$ cat config.mk
export PLATFORM = sky130hd
export DESIGN_NAME = line_rescaler
export DESIGN_NICKNAME = d
export VERILOG_FILES = /design/src/rtl/line_rescaler.sv
export SDC_FILE = /design/constraint.sdc
export NUM_CORES = 1
export LEC_CHECK = 0
export CORE_MARGIN = 2
export CORE_UTILIZATION = 66
export DETAILED_ROUTE_END_ITERATION = 10
export PLACE_DENSITY_LB_ADDON = 0.25
export SYNTH_ARGS = -nofsm -noshare
export SYNTH_HDL_FRONTEND = slang
export SYNTH_SLANG_ARGS = --single-unit
$ cat constraint.sdc
create_clock -name clk -period 16.5 [get_ports clk]
set_input_delay 3.3 -clock clk [delete_from_list [all_inputs] [get_ports clk]]
set_output_delay 3.3 -clock clk [all_outputs]
set_load 0.005 [all_outputs]
$ cat src/rtl/line_rescaler.sv
module line_rescaler #(
  parameter int DW    = 8,
  parameter int WW    = 8,
  parameter int TBL_N = 20,
  parameter int AW    = $clog2(TBL_N + 2)
) (
  input  logic          clk,
  input  logic          rst_n,
  input  logic          cfg_we,
  input  logic [AW-1:0] cfg_addr,
  input  logic [31:0]   cfg_wdata,
  output logic [31:0]   cfg_rdata,
  input  logic          in_valid,
  output logic          in_ready,
  input  logic [DW-1:0] in_data,
  input  logic          in_last,
  output logic          out_valid,
  input  logic          out_ready,
  output logic [DW-1:0] out_data
);
  localparam int IW      = $clog2(TBL_N);
  localparam int EW      = WW + 2;
  localparam int PW      = DW + WW + 1;
  localparam int CTRL_A  = TBL_N;
  localparam int INDEX_A = TBL_N + 1;

  logic [EW-1:0] tbl [TBL_N];
  logic          rs_en, up_dir;
  logic [IW-1:0] last_idx, ptr, hidx;
  logic [DW-1:0] cur, nxt;
  logic          have_cur, have_nxt, cur_last, nxt_last;

  logic [EW-1:0] entry;
  logic          emit, adv, win_rdy, fire, step_adv, room, take, wrap;
  logic [WW-1:0] w;
  logic [DW-1:0] nxt_e, blend;
  logic [PW-1:0] mix;

  assign entry = tbl[ptr];
  assign emit  = entry[0];
  assign adv   = entry[1];
  assign w     = entry[EW-1:2];

  assign nxt_e = have_nxt ? nxt : cur;
  assign mix   = PW'(cur) * (PW'(1) << WW) - PW'(cur) * PW'(w)
               + PW'(nxt_e) * PW'(w) + (PW'(1) << (WW - 1));
  assign blend = DW'(mix >> WW);

  assign win_rdy  = have_cur && (have_nxt || cur_last);
  assign fire     = rs_en && win_rdy && (!emit || out_ready);
  assign step_adv = fire && adv;
  assign wrap     = (ptr == last_idx) || (ptr == IW'(TBL_N - 1));

  assign room = !have_cur || (!have_nxt && !cur_last) ||
                (step_adv && (cur_last || !nxt_last));
  assign in_ready  = rs_en ? room : out_ready;
  assign take      = rs_en && in_valid && room;
  assign out_valid = rs_en ? (win_rdy && emit) : in_valid;
  assign out_data  = rs_en ? blend : in_data;

  always_comb begin
    cfg_rdata = '0;
    if (cfg_addr < AW'(TBL_N))
      cfg_rdata = 32'(tbl[cfg_addr[IW-1:0]]);
    else if (cfg_addr == AW'(CTRL_A))
      cfg_rdata = 32'({last_idx, 6'b0, up_dir, rs_en});
    else if (cfg_addr == AW'(INDEX_A))
      cfg_rdata = 32'(hidx) << 16;
  end

  logic unused_wd;
  assign unused_wd = ^cfg_wdata;

  always_ff @(posedge clk)
    if (cfg_we && cfg_addr < AW'(TBL_N))
      tbl[cfg_addr[IW-1:0]] <= cfg_wdata[EW-1:0];

  always_ff @(posedge clk) begin
    if (!rst_n) begin
      rs_en    <= 1'b0;
      up_dir   <= 1'b0;
      last_idx <= '0;
    end else if (cfg_we && cfg_addr == AW'(CTRL_A)) begin
      rs_en    <= cfg_wdata[0];
      up_dir   <= cfg_wdata[1];
      last_idx <= cfg_wdata[8 +: IW];
    end
  end

  always_ff @(posedge clk) begin
    if (!rst_n) begin
      ptr      <= '0;
      hidx     <= '0;
      cur      <= '0;
      nxt      <= '0;
      have_cur <= 1'b0;
      have_nxt <= 1'b0;
      cur_last <= 1'b0;
      nxt_last <= 1'b0;
    end else if (rs_en) begin
      if (fire) begin
        hidx <= ptr;
        ptr  <= ((step_adv && cur_last) || wrap) ? '0 : ptr + 1'b1;
      end
      if (step_adv) begin
        if (cur_last) begin
          have_cur <= take;
          cur      <= in_data;
          cur_last <= in_last;
          have_nxt <= 1'b0;
        end else begin
          cur      <= nxt;
          cur_last <= nxt_last;
          have_nxt <= take;
          nxt      <= in_data;
          nxt_last <= in_last;
        end
      end else if (take) begin
        if (!have_cur) begin
          have_cur <= 1'b1;
          cur      <= in_data;
          cur_last <= in_last;
        end else begin
          have_nxt <= 1'b1;
          nxt      <= in_data;
          nxt_last <= in_last;
        end
      end
    end
  end

  p_wrap_r5: assert property (@(posedge clk) disable iff (!rst_n)
    (fire && wrap) |=> (ptr == '0));

  p_line_start_r6: assert property (@(posedge clk) disable iff (!rst_n)
    (step_adv && cur_last) |=> (ptr == '0 && !have_nxt));

  p_hold_out_r7: assert property (@(posedge clk) disable iff (!rst_n)
    (rs_en && out_valid && !out_ready && !cfg_we) |=> (out_valid && $stable(out_data)));

  p_reuse_pair_r3: assert property (@(posedge clk) disable iff (!rst_n)
    (fire && !adv) |=> (have_cur && $stable(cur)));

  p_shift_pair_r3: assert property (@(posedge clk) disable iff (!rst_n)
    (step_adv && !cur_last) |=> (have_cur && cur == $past(nxt)));
endmodule

==> results of run 1 <==
## worst max-delay path, delay by kind of cell, from the launching register on
| family | cells | cell delay, ps |
|---|---|---|
| AO/OA/AOI/OAI | 2 | 530 |
| flip-flops | 1 | 630 |
| AND/OR/NAND/NOR | 6 | 1580 |
| adder cells (fa/ha/maj) | 7 | 3170 |
| buffers and inverters | 6 | 1530 |
| multiplexers | 3 | 1280 |
## sequential cells by signal (all words and copies together), names as in the netlist, named ones only
name	count
cur_last	1
ptr	5
cur	8
hidx	5
nxt	8
nxt_last	1
last_idx	5
tbl	200
rs_en	1
up_dir	1
have_cur	1
have_nxt	1
## stage by stage
| stage | instances | instance area [um^2] | hold WS (ps) | worst slack, ps | power (mW) |
|---|---|---|---|---|---|
| global placement | 1584 | 17000 | 462 | 4520 | 0.799 |
| CTS | 1623 | 17700 | 485 | 3900 | 1.31 |
| finish | 1623 | 17700 | 483 | 3930 | 1.30 |
| global route | 1623 | 17700 | 504 | 3510 | 1.34 |
| detailed placement | 1584 | 17000 | 475 | 4460 | 0.802 |
| floorplan | 1253 | 16100 | 445 | 5900 | 0.760 |
## cell usage in the layout, fill, tap and decap left out, types with 29 or more instances in the layout
master	netlist	final
edfxtp_1	200	200
inv_1	186	186
nand2_1	119	119
mux4_2	118	118
fa_1	102	102
nor2_1	79	79
ha_1	67	67
clkdlybuf4s50_1	0	57
dfxtp_1	42	40
mux2i_1	29	29
## logic make-up (layout without fill, tap and decap cells)
family	Yosys count	after routing	synth area share (%)
simple gates	314	314	9.10
buf+inv	266	312	6.84
flops	242	242	42.6
fa+ha+maj	169	169	17.9
mux	158	158	19.1
compound gates	71	71	3.40
xor+xnor	19	19	1.03
other cells	1	14	0.0233
## worst max-delay path by stage
stage,to,start,depth (start not counted)
after floorplan,out_data[5],register,26
after global placement,out_data[6],register,25
after detailed placement,out_data[6],register,25
after CTS,out_data[7],register,24
after global routing,out_data[6],register,25
final,out_data[7],register,24
## power by group through the flow
stage	registers [mW]	clock network [mW]	logic, mW
6_report	0.671	0.513	0.120
5_1_grt	0.671	0.542	0.131
4_1_cts	0.671	0.518	0.120
3_5_place_dp	0.683	0	0.119
3_3_place_gp	0.683	0	0.117
2_1_floorplan	0.682	0	0.0779
## metal layers
metal	global-route usage (%)	vias up	part of all wire [%]
met4	16.1	0	5.6
li1	-	4429	-
met1	39.9	5268	36
met5	0	-	0
met3	4.23	149	7.3
met2	55.5	562	51
## final cells by class
class | instances | area (um^2)
inverters | 187 | 702
fillers | 1578 | 6400
clock inverters | 12 | 86.3
well taps | 324 | 405
flip-flops and latches | 242 | 6850
repair buffers | 86 | 786
multi-input cells | 745 | 8240
clock buffers | 27 | 633
## synth_stat cells (all sizes together) (5+ instances only)
cell     number
edfxtp      200
inv         187
nand2       119
mux4        118
fa          102
nor2         80
ha           67
dfxtp        42
buf          41
clkbuf       38
mux2i        29
and2         25
o21ai        20
nand2b       19
nor2b        18
nor3         17
xnor2        14
mux2         11
a2111oi       9
a21oi         9
nand3         7
a22oi         5
nor3b         5
or3           5
xor2          5
==> results.py, run 1 <==
metrics = {
    "worst_setup_path": {
        "end_kind": "primary output",
        "crit_chain": "buf_4, mux4_2, mux4_2, mux2i_1, buf_4, or2_2, fa_1, fa_1, inv_1, fa_1, fa_1, fa_1, inv_1, fa_1, inv_1, ha_1, nand3_1, nor3_1, nand3_1, or2_2, o211a_1, or3_1, a31oi_1, clkdlybuf4s50_1",
        "rr_worst_depth": 8,
        "required_ps": 13200,
        "r2r_setup_slack_ps": 12540,
        "worstReg2RegEnd": "ptr[3]",
        "crit_fanout": 28,
        "max_stage_delay_ps": 630,
        "cpMostUsedCell": "fa_1",
        "cpMaxStageDelayCell": "dfxtp_4",
        "critical_path_class": "register to primary output",
        "critPathLaunchType": "register",
        "arrival_ps": 9270,
    },
    "global_route": {
        "grt_max_degree": 60,
        "track_usage_pct": 32.0,
        "antenna_found_initial": 0,
        "overflow": 0,
        "grt_pass1_vias": 11000,
        "grt_pass1_wl_um": 61600,
    },
    "final_layout": {
        "area_growth_pct": 10.1,
        "final_util_pct": 73.4,
        "num-nets-final": 1507,
        "drive_gt1_share_pct": 16.9,
        "insertedDiodeCount": 0,
    },
    "floorplan": {
        "die_x_um": 160,
        "core_region_area_um2": 24100,
        "ios": 93,
        "die_h_um": 160,
        "rows": 57,
        "initial_utilization_pct": 66.7,
        "dieArea_um2": 25600,
    },
    "power_and_ir_drop": {
        "p_leak_nw": 6.44,
        "p_clk_share_pct": 39.3,
        "power_frac_comb_pct": 9.2,
        "seqPwrFrac_pct": 51.4,
        "ir_drop_mv": 0.0877,
        "power.switching_uw": 293,
        "p_per_area_nw_per_um2": 73.7,
        "p_int_mw": 1.01,
        "switching_share_pct": 22.4,
    },
    "clocking": {
        "htreeDepth": 1,
        "cts_setup_buffers": 0,
        "root_buffer": "clkbuf_16",
        "postCtsHoldBufs": 0,
        "cts.sinks": 242,
        "postCtsResizedCells": 0,
        "tritoncts": "built",
        "clock_path_buffers": 3,
        "clock_latency_ps": 520,
        "numCtsBuffers": 25,
        "path_clk_slew_ps": 60,
    },
    "yosys": {
        "synth-edff-count": 200,
        "syn_area_um2": 16100,
        "synth_area_leaders": "edfxtp_1 37%, mux4_2 17%, fa_1 13%, dfxtp_1 5.2%, ha_1 5.2%",
        "synth_top_area_share_pct": 37.4,
        "yosysUniqueCellTypes": 62,
        "synth_area_per_cell_um2": 13.0,
        "async_flop_share_pct": 0,
        "synthFlopType": "edfxtp_1",
        "yosys_warnings": 0,
        "synth_top_area_cell": "edfxtp_1",
        "yosysSeqAreaShare_pct": 42.6,
        "ys_ff_latch": 242,
        "syn_inst": 1240,
    },
    "sta": {
        "slew_headroom_pct": 13.2,
        "setup_viol": 0,
        "final.period_utilization_pct": 76.2,
        "rsz0062_at_grt": "false",
        "fmax_mhz": 79.5,
        "worst_pin_slew_ps": 1290,
        "slew_violations": 0,
        "finalSetupTns_ps": 0,
        "layout_min_cycle_time_ps": 12570,
        "fin_worst_skew_ps": 8.43,
        "hold_viol_final": 0,
    },
    "hold_path": {
        "hold_path_class": "register to register",
        "hold_start": "nxt[0]",
        "worstHoldEndpoint": "nxt[0]",
        "hold_path_depth": 2,
    },
    "drt": {
        "first_pass_iters": 5,
        "wl_per_cell_um": 24.6,
        "drt_iter0_drc": 1021,
        "drt-vias-per-instance": 6.41,
        "drt-total-wl_um": 39900,
        "drc": 0,
        "ant_nets": 0,
        "dr_total_vias": 10400,
    },
    "status": {
        "status": "completed",
    },
    "placed_design": {
        "dp_hpwl_um": 27100,
        "gp_congestion": 0.865,
        "portBuffers": 59,
    },
    "flow_run": {
        "cap_violations": 0,
    },
}
Note: power is estimated with default switching activity, not from simulation.
==> inputs of run 2 (changes only) <==
--- a/config.mk
+++ b/config.mk
@@ -6,7 +6,7 @@
 export NUM_CORES = 1
 export LEC_CHECK = 0
 export CORE_MARGIN = 2
-export CORE_UTILIZATION = 66
+export CORE_UTILIZATION = 55
 export DETAILED_ROUTE_END_ITERATION = 10
 export PLACE_DENSITY_LB_ADDON = 0.25
 export SYNTH_ARGS = -nofsm -noshare
==> constraint.sdc (replaced) <==
create_clock -name clk -period 10.89 [get_ports clk]
set_input_delay 2.178 -clock clk [delete_from_list [all_inputs] [get_ports clk]]
set_output_delay 2.178 -clock clk [all_outputs]
set_load 0.005 [all_outputs]
==> run 2 against run 1 <==
  * Critical path depth rose by 2
  * First-iteration DRC count is 1.3% lower
  * Sequential share of layout area fell by 0.97 points
  * Clock-buffer cell count grew 6
  * Combinational power increased by 57%
  * Global-route usage is 6.3 points lower
  * Hold slack worse by 0.86 ps
  * Setup slack lost 3600 ps
  * Via count decreased by 2.4%
  * Flip-flop and latch count did not move
  * Non-clock buffer count increased by 27
  * Core utilization decreased by 10 points
  * Critical endpoint is now out_data[1]
==> results.py, run 2 (same netlist as run 1, synthesis figures left out) <==
metrics = {
    "drt": {
        "dr_total_vias": 10200,
        "drt_iter0_drc": 1008,
        "first_pass_iters": 5,
        "drt-vias-per-instance": 5.92,
        "wl_per_cell_um": 22.6,
        "ant_nets": 0,
        "drc": 0,
        "drt-total-wl_um": 38800,
    },
    "placed_design": {
        "dp_hpwl_um": 26600,
        "gp_congestion": 0.855,
        "portBuffers": 59,
        "pre_cts_ws_ps": 563,
        "place_inst": 1660,
    },
    "power_and_ir_drop": {
        "power_mw": 2.06,
        "p_leak_nw": 6.65,
        "ir_drop_mv": 0.151,
        "p_per_area_nw_per_um2": 114,
    },
    "sta": {
        "rsz0062_at_grt": "false",
        "hold_viol_final": 0,
        "layout_min_cycle_time_ps": 10590,
        "finalSetupTns_ps": 0,
        "slew_violations": 0,
        "slew_headroom_pct": 28.2,
        "fmax_mhz": 94.4,
        "hold_ws_ps": 482,
        "layout_setup_ws_ps": 299,
        "setup_viol": 0,
        "worst_pin_slew_ps": 1070,
        "fin_worst_skew_ps": 13.8,
        "final.period_utilization_pct": 97.3,
    },
    "worst_setup_path": {
        "cpMaxStageDelayCell": "fa_1",
        "r2r_setup_slack_ps": 7290,
        "cpMostUsedCell": "fa_1",
        "critical_path_class": "register to primary output",
        "required_ps": 8710,
        "cp_num_buf_inv": 8,
        "arrival_ps": 8410,
        "end_kind": "primary output",
        "max_stage_delay_ps": 550,
        "critPathLaunchType": "register",
        "crit_fanout": 14,
        "critPathTopFamily": "adder cells",
    },
    "clocking": {
        "cts.sinks": 242,
        "path_clk_slew_ps": 60,
        "root_buffer": "clkbuf_16",
        "postCtsHoldBufs": 0,
        "clock_latency_ps": 550,
        "numCtsBuffers": 26,
        "clock_path_buffers": 3,
        "htreeDepth": 1,
        "tritoncts": "built",
    },
    "status": {
        "status": "completed",
    },
    "floorplan": {
        "rows": 62,
        "dieArea_um2": 30600,
        "core_region_area_um2": 28800,
        "ios": 93,
        "die_x_um": 175,
        "die_h_um": 175,
        "initial_utilization_pct": 55.9,
    },
    "global_route": {
        "antenna_found_initial": 0,
        "grt_pass1_wl_um": 59400,
        "grt_max_degree": 60,
        "track_usage_pct": 25.7,
        "grt_pass1_vias": 10200,
        "overflow": 0,
    },
    "final_layout": {
        "insertedDiodeCount": 0,
        "layout_common_cells": "200 x edfxtp_1, 186 x inv_1, 118 x mux4_2",
        "area_growth_pct": 12.9,
        "drive_gt1_share_pct": 19.2,
        "layout_commonest_cell": "edfxtp_1",
        "num-nets-final": 1535,
        "layoutNonFillerInstCount": 1718,
        "largest_reg_flops": 200,
    },
    "flow_run": {
        "cap_violations": 0,
    },
    "hold_path": {
        "hold_path_class": "register to register",
    },
}
[run 2: power breakdown]
group          internal [mW]  switching (mW)
logic                 0.0889          0.0993
registers               1.01         0.00487
clock network          0.495           0.364
total                   1.59           0.469
[run 2: per-stage QoR]
step                area (um^2)  utilization, %
finish                    18200            63.1
global route              18200            63.1
CTS                       18000            62.7
detailed placement        17200            59.8
global placement          17200            59.8
floorplan                 16100               -
[run 2: routing by layer]
layer	GRT usage, %	vias up	wire length, um
met5	0	-	0
met4	7.12	0	1130
met3	2.92	78	2710
met2	44.5	429	19600
met1	34.8	5186	15300
li1	-	4470	-
[run 2: final cells by class]
cell class,instances,area (um^2)
clock buffer,33,687
clock inverter,14,141
fill,2161,10600
inverter,187,702
multi-input combinational,745,8260
sequential,242,6850
tap,384,480
timing repair buffer,113,1030
[run 2: final timing paths]
path                                from     endpoint  cells after the start
worst max-delay path            register  out_data[1]                     26
worst min-delay path              nxt[0]       nxt[0]                      2
worst max register to register  register       ptr[3]                      9
worst min register to register    nxt[0]       nxt[0]                      2
[run 2: worst reg2reg max path, stage by stage (launching register included)]
cell and delay (ps):
dfxtp_4 440, clkbuf_4 230, buf_4 240, mux4_2 510, mux4_2 510, mux2i_1 330
o21ai_1 380, or3_1 500, xor2_1 160, nor2_1 190
[run 2: timing repair]
| action | CTS | global route |
|---|---|---|
| endpoints found under the hold margin | 0 | 0 |
| gates resized for setup | 1 | 10 |
| pin swaps | 0 | 1 |
| setup buffers | 0 | 11 |
| endpoints found under the setup margin | 1 | 4 |
